## config.mk

```make
export PLATFORM = sky130hd
export DESIGN_NAME = result_serializer
export DESIGN_NICKNAME = d
export VERILOG_FILES = /design/src/rtl/ser_pkg.sv /design/src/rtl/ser_clk_edge.sv /design/src/rtl/ser_load_gate.sv /design/src/rtl/ser_shift_core.sv /design/src/rtl/ser_out_mux.sv /design/src/rtl/result_serializer.sv
export SDC_FILE = /design/constraint.sdc
export NUM_CORES = 1
export LEC_CHECK = 0
export ABC_AREA = 1
export BUFFER_PORTS_ARGS = -buffer_cell sky130_fd_sc_hd__buf_2
export CAP_MARGIN = 20
export CORE_UTILIZATION = 30
export CTS_CLUSTER_SIZE = 28
export DETAILED_ROUTE_END_ITERATION = 6
export HOLD_SLACK_MARGIN = 0.05
export PLACE_DENSITY_LB_ADDON = 0.1
export SLEW_MARGIN = 20
export SYNTH_ARGS = -nofsm -noshare
export SYNTH_HDL_FRONTEND = slang
export SYNTH_HIERARCHICAL = 1
export SYNTH_SLANG_ARGS = --single-unit
```

## constraint.sdc

```tcl
create_clock -name clk -period 1.45 [get_ports clk]
set_input_delay 0.29 -clock clk [delete_from_list [all_inputs] [get_ports clk]]
set_output_delay 0.29 -clock clk [all_outputs]
set_load 0.01 [all_outputs]
```

## src/rtl/ser_pkg.sv

```systemverilog
package ser_pkg;
  localparam int unsigned WORD_W_DEF = 12;

  // counter must also hold the "exhausted" value equal to the word width
  function automatic int unsigned cnt_bits(input int unsigned width);
    return $clog2(width + 1);
  endfunction
endpackage

```

## src/rtl/ser_clk_edge.sv

```systemverilog
module ser_clk_edge (
  input  logic clk,
  input  logic rst_n,
  input  logic sclk_in,
  output logic rise
);
  logic sclk_q;
  logic sclk_d;

  assign sclk_d = sclk_in;

  // reset to 1 so a clock already high at reset release is not an edge
  always_ff @(posedge clk or negedge rst_n) begin
    if (!rst_n) sclk_q <= 1'b1;
    else        sclk_q <= sclk_d;
  end

  assign rise = sclk_in & ~sclk_q;
endmodule

```

## src/rtl/ser_load_gate.sv

```systemverilog
module ser_load_gate (
  input  logic clk,
  input  logic rst_n,
  input  logic conv_done,
  input  logic sclk_in,
  input  logic sel_n,
  output logic accept,
  output logic refused_pulse
);
  logic refuse_now;
  logic refuse_q;

  always_comb begin
    accept     = conv_done & (~sclk_in | sel_n);
    refuse_now = conv_done & sclk_in & ~sel_n;
  end

  always_ff @(posedge clk or negedge rst_n) begin
    if (!rst_n) refuse_q <= 1'b0;
    else        refuse_q <= refuse_now;
  end

  assign refused_pulse = refuse_q;
endmodule

```

## src/rtl/ser_shift_core.sv

```systemverilog
module ser_shift_core #(
  parameter int unsigned WORD_W = ser_pkg::WORD_W_DEF,
  localparam int unsigned CNT_W = ser_pkg::cnt_bits(WORD_W)
) (
  input  logic              clk,
  input  logic              rst_n,
  input  logic              load_en,
  input  logic [WORD_W-1:0] load_word,
  input  logic              shift_en,
  output logic [WORD_W-1:0] word,
  output logic [CNT_W-1:0]  pos
);
  localparam logic [CNT_W-1:0] POS_DONE = CNT_W'(WORD_W);

  logic [WORD_W-1:0] word_q, word_d;
  logic [CNT_W-1:0]  pos_q, pos_d;

  always_comb begin
    word_d = word_q;
    pos_d  = pos_q;
    if (load_en) begin
      word_d = load_word;
      pos_d  = '0;
    end else if (shift_en && (pos_q != POS_DONE)) begin
      pos_d  = pos_q + 1'b1;
    end
  end

  // position resets to "exhausted" so the pin reads 0 before any load
  always_ff @(posedge clk or negedge rst_n) begin
    if (!rst_n) begin
      word_q <= '0;
      pos_q  <= POS_DONE;
    end else begin
      word_q <= word_d;
      pos_q  <= pos_d;
    end
  end

  assign word = word_q;
  assign pos  = pos_q;
endmodule

```

## src/rtl/ser_out_mux.sv

```systemverilog
module ser_out_mux #(
  parameter int unsigned WORD_W = ser_pkg::WORD_W_DEF,
  localparam int unsigned CNT_W = ser_pkg::cnt_bits(WORD_W)
) (
  input  logic [WORD_W-1:0] word,
  input  logic [CNT_W-1:0]  pos,
  input  logic              sel_n,
  output logic              sdata
);
  // ordered[i] is the bit shown at position i; the extra top entry is the idle zero
  logic [WORD_W:0] ordered;

  assign ordered[WORD_W] = 1'b0;
  for (genvar i = 0; i < WORD_W; i++) begin : g_order
    assign ordered[i] = word[WORD_W-1-i];
  end

  assign sdata = ~sel_n & ordered[pos];
endmodule

```

## src/rtl/result_serializer.sv

```systemverilog
module result_serializer #(
  parameter int unsigned WORD_W = ser_pkg::WORD_W_DEF,
  localparam int unsigned CNT_W = ser_pkg::cnt_bits(WORD_W)
) (
  input  logic              clk,
  input  logic              rst_n,
  input  logic [WORD_W-1:0] conv_word,
  input  logic              conv_done,
  input  logic              sclk_in,
  input  logic              sel_n,
  output logic              sdata,
  output logic              load_refused
);
  logic              rise;
  logic              accept;
  logic              shift_en;
  logic [WORD_W-1:0] word_q;
  logic [CNT_W-1:0]  pos_q;

  ser_clk_edge u_edge (
    .clk     (clk),
    .rst_n   (rst_n),
    .sclk_in (sclk_in),
    .rise    (rise)
  );

  ser_load_gate u_gate (
    .clk           (clk),
    .rst_n         (rst_n),
    .conv_done     (conv_done),
    .sclk_in       (sclk_in),
    .sel_n         (sel_n),
    .accept        (accept),
    .refused_pulse (load_refused)
  );

  assign shift_en = rise & ~sel_n;

  ser_shift_core #(.WORD_W(WORD_W)) u_core (
    .clk       (clk),
    .rst_n     (rst_n),
    .load_en   (accept),
    .load_word (conv_word),
    .shift_en  (shift_en),
    .word      (word_q),
    .pos       (pos_q)
  );

  ser_out_mux #(.WORD_W(WORD_W)) u_mux (
    .word  (word_q),
    .pos   (pos_q),
    .sel_n (sel_n),
    .sdata (sdata)
  );
endmodule

```

==> results.sh <==
export IMPL_fp_dieW_um=58.15
export IMPL_finalWorstSetupSlack_ps=-250.0
export IMPL_cp_required_ps=1160
export IMPL_setup_viol=1
export IMPL_synth_commonest_cells="nand2_1, inv_1, dfrtp_1"
export IMPL_async_reset_ff_frac=1.000
export IMPL_post_drt_wl_per_cell_um=10.53
export IMPL_die_area_mm2=0.003381
export IMPL_fin_crit_sh=1.172
export IMPL_final_hold_viol_count=0
export IMPL_clock_sinks=18
export IMPL_path_clk_slew_ps=110
export IMPL_postRouteAntennaNets=0
export IMPL_hold_class="in2reg"
export IMPL_period_needed_ps=1700
export IMPL_worstHoldStart="sclk_in"
export IMPL_ys_seq_elements=18
export IMPL_status="complete, but fails checks"
export IMPL_yosysMostFrequentCell="nand2_1"
export IMPL_io_buffers=18
export IMPL_slew_viol_final=0
export IMPL_powerDensity_mw_per_mm2=899.6
export IMPL_worstPathArrival_ps=1410
export IMPL_routed_via_density=4.180
export IMPL_rrSetupSlack_ps=40
export IMPL_antenna_cells=0
export IMPL_synth_yosys_seq_area_share=0.4802
export IMPL_r2r_cells=9
export IMPL_start_util=0.3124
export IMPL_place_gp_congestion=0.7251
export IMPL_p_leak_nw=0.6721
export IMPL_clk_path_buf_depth=2
export IMPL_syn_inst=126
export IMPL_synth_top_cell_by_area="dfrtp_1"
export IMPL_clk_latency_ps=300
export IMPL_syn_area_um2=945.9
export IMPL_max_clock_freq_mhz=588.2
export IMPL_skew_ps=6.968
export IMPL_synth_top_area_frac=0.3968
export IMPL_wl_um=2105
export IMPL_grt_use_total=0.1392
export IMPL_nets=176
export IMPL_place_hpwl_um=1469
export IMPL_cts_tree="built"
export IMPL_placed_cells=190
export IMPL_rsz0062_at_grt="yes"
export IMPL_criticalPathCategory="reg2out"
export IMPL_cts_root_buf="clkbuf_4"
export IMPL_start_kind="flop"
export IMPL_slew_headroom=0.7191
export IMPL_drt_iter0_drc=19
export IMPL_final_cell_area_mm2=0.001247
export IMPL_cp_max_fo=5
export IMPL_yosys_warnings=6
export IMPL_first_global_vias=830
export IMPL_die_height_um=58.15
export IMPL_grt_max_degree=19
export IMPL_vdd_drop_max_uv=428.1
export IMPL_nFillCells=324
export IMPL_grt_antenna_before_repair=0
export IMPL_synth_distinct_cells=22
export IMPL_hold_path_cell_count=1
export IMPL_area_growth_pct=31.88
export IMPL_synthTopCellsByArea="dfrtp_1, nand2_1, dfstp_2"
export IMPL_vias=836
export IMPL_drive_above_1_share=0.3718
export IMPL_grt_first_pass_wirelength_um=3546
export IMPL_gr_total_overflow=0
export IMPL_num_rows=20
export IMPL_core_mm2=0.003028
export IMPL_fin_cells=200
export IMPL_synth_edf_count=0
export IMPL_worstReg2RegStart="u_core/pos[0]"
export IMPL_drv_cap=0
export IMPL_holdPathEnd="u_edge/sclk_q"
export IMPL_htree_levels=1
export IMPL_syn_nets=145
export IMPL_timing_rr_end="u_core/pos[0]"
export IMPL_worst_slew_pin_slew_ps=421.4
export IMPL_drc=0
export IMPL_worstSetupEndpointType="output pin"
export IMPL_pin_count=19
export IMPL_syn_avg_cell_area_um2=7.507
export IMPL_violations="negative setup slack"
export IMPL_place_area_mm2=0.001107
export IMPL_numCtsBuffers=3
export IMPL_drtPass1Iterations=4
export IMPL_synth_ff_type="dfrtp_1"
## registers in the layout, summed over array words and instances, names as in the netlist
register	cells
u_edge/sclk_q	1
u_core/word	12
u_gate/refused_pulse	1
u_core/pos	4
## worst max-delay path by stage
stage,startpoint,to,slack (ps),depth (start not counted)
3_5_place_dp,u_core/pos[0],sdata,-10,7
4_1_cts,u_core/pos[0],sdata,-250,6
2_1_floorplan,u_core/pos[0],sdata,160,7
6_report,u_core/pos[0],sdata,-250,7
3_3_place_gp,u_core/pos[0],sdata,30,7
5_1_grt,u_core/pos[0],sdata,-340,7
## stage by stage
| step | setup slack (ps) | util | hold slack, ps | TNS (ps) | power (mW) |
|---|---|---|---|---|---|
| final | -250.0 | 0.4120 | 105.9 | -250.0 | 1.122 |
| after global routing | -339.2 | 0.4120 | 93.15 | -404.9 | 1.198 |
| after detailed placement | -10.97 | 0.3657 | 261.7 | -10.97 | 0.7778 |
| after floorplan | 158.8 | - | -5.591 | 0 | 0.7056 |
| after global placement | 25.60 | 0.3657 | 251.2 | 0 | 0.7729 |
| after CTS | -251.6 | 0.3839 | 94.40 | -251.6 | 1.104 |
## critical path: stages (launching register included)
cell,delay [ps]
dfrtp_2,430
buf_6,140
nand2_2,70
nand3_2,70
nand3_2,80
nand3_2,70
a21oi_2,120
buf_2,130
## area by class of cell
class,instances,area [um^2],area share
timing repair buffer,29,182.7,0.1464
tap,44,55.05,0.04413
sequential,18,455.4,0.3651
multi-input combinational,84,431.7,0.3460
inverter,21,86.33,0.06921
clock buffer,4,36.28,0.02909
## kinds of logic after synthesis
| logic type | Yosys count | share of synthesized area |
|---|---|---|
| AO/OA/AOI/OAI | 7 | 0.04365 |
| XOR/XNOR | 1 | 0.009261 |
| buffers and inverters | 24 | 0.1085 |
| AND/OR/NAND/NOR | 74 | 0.3320 |
| flip-flops | 18 | 0.4802 |
| adder cells (fa/ha/maj) | 2 | 0.02645 |
## where the power goes
part	leakage, nW	internal [mW]	switching [mW]	total [mW]
logic	0.433	0.0998	0.128	0.228
registers	0.218	0.549	0.0293	0.578
clock network	0.0210	0.153	0.163	0.316
## repair_timing
| action | in CTS | in global routing |
|---|---|---|
| endpoints found under the setup margin | 4 | 5 |
| resized for setup | 1 | 20 |
| buffers inserted | 1 | 4 |
| hold endpoints to repair | 15 | 0 |
| pin swaps | 0 | 7 |
| hold buffers | 1 | 0 |
## per-layer routing
layer  part of all wire  vias to the layer above  track usage
li1                   -                      443            -
met1               0.48                      381       0.1756
met2               0.49                       10       0.2365
met3              0.021                        2      0.02009
met4              0.010                        0      0.06122
met5                  0                        -            0
## layout by cell type (no fill, tap or decap), types with 2 or more instances in the layout
master     n
nand3_1    6
clkbuf_4   3
nor2_1     4
nand2_1   50
nand3_2    4
dfrtp_1   14
o21ai_1    4
dfstp_2    3
inv_2      5
buf_4      8
inv_4      3
buf_2     18
inv_1     13
nor2_2     3
nand2_2    3
nand4_1    2
buf_6      2
Note: power is estimated with default switching activity, not from simulation.
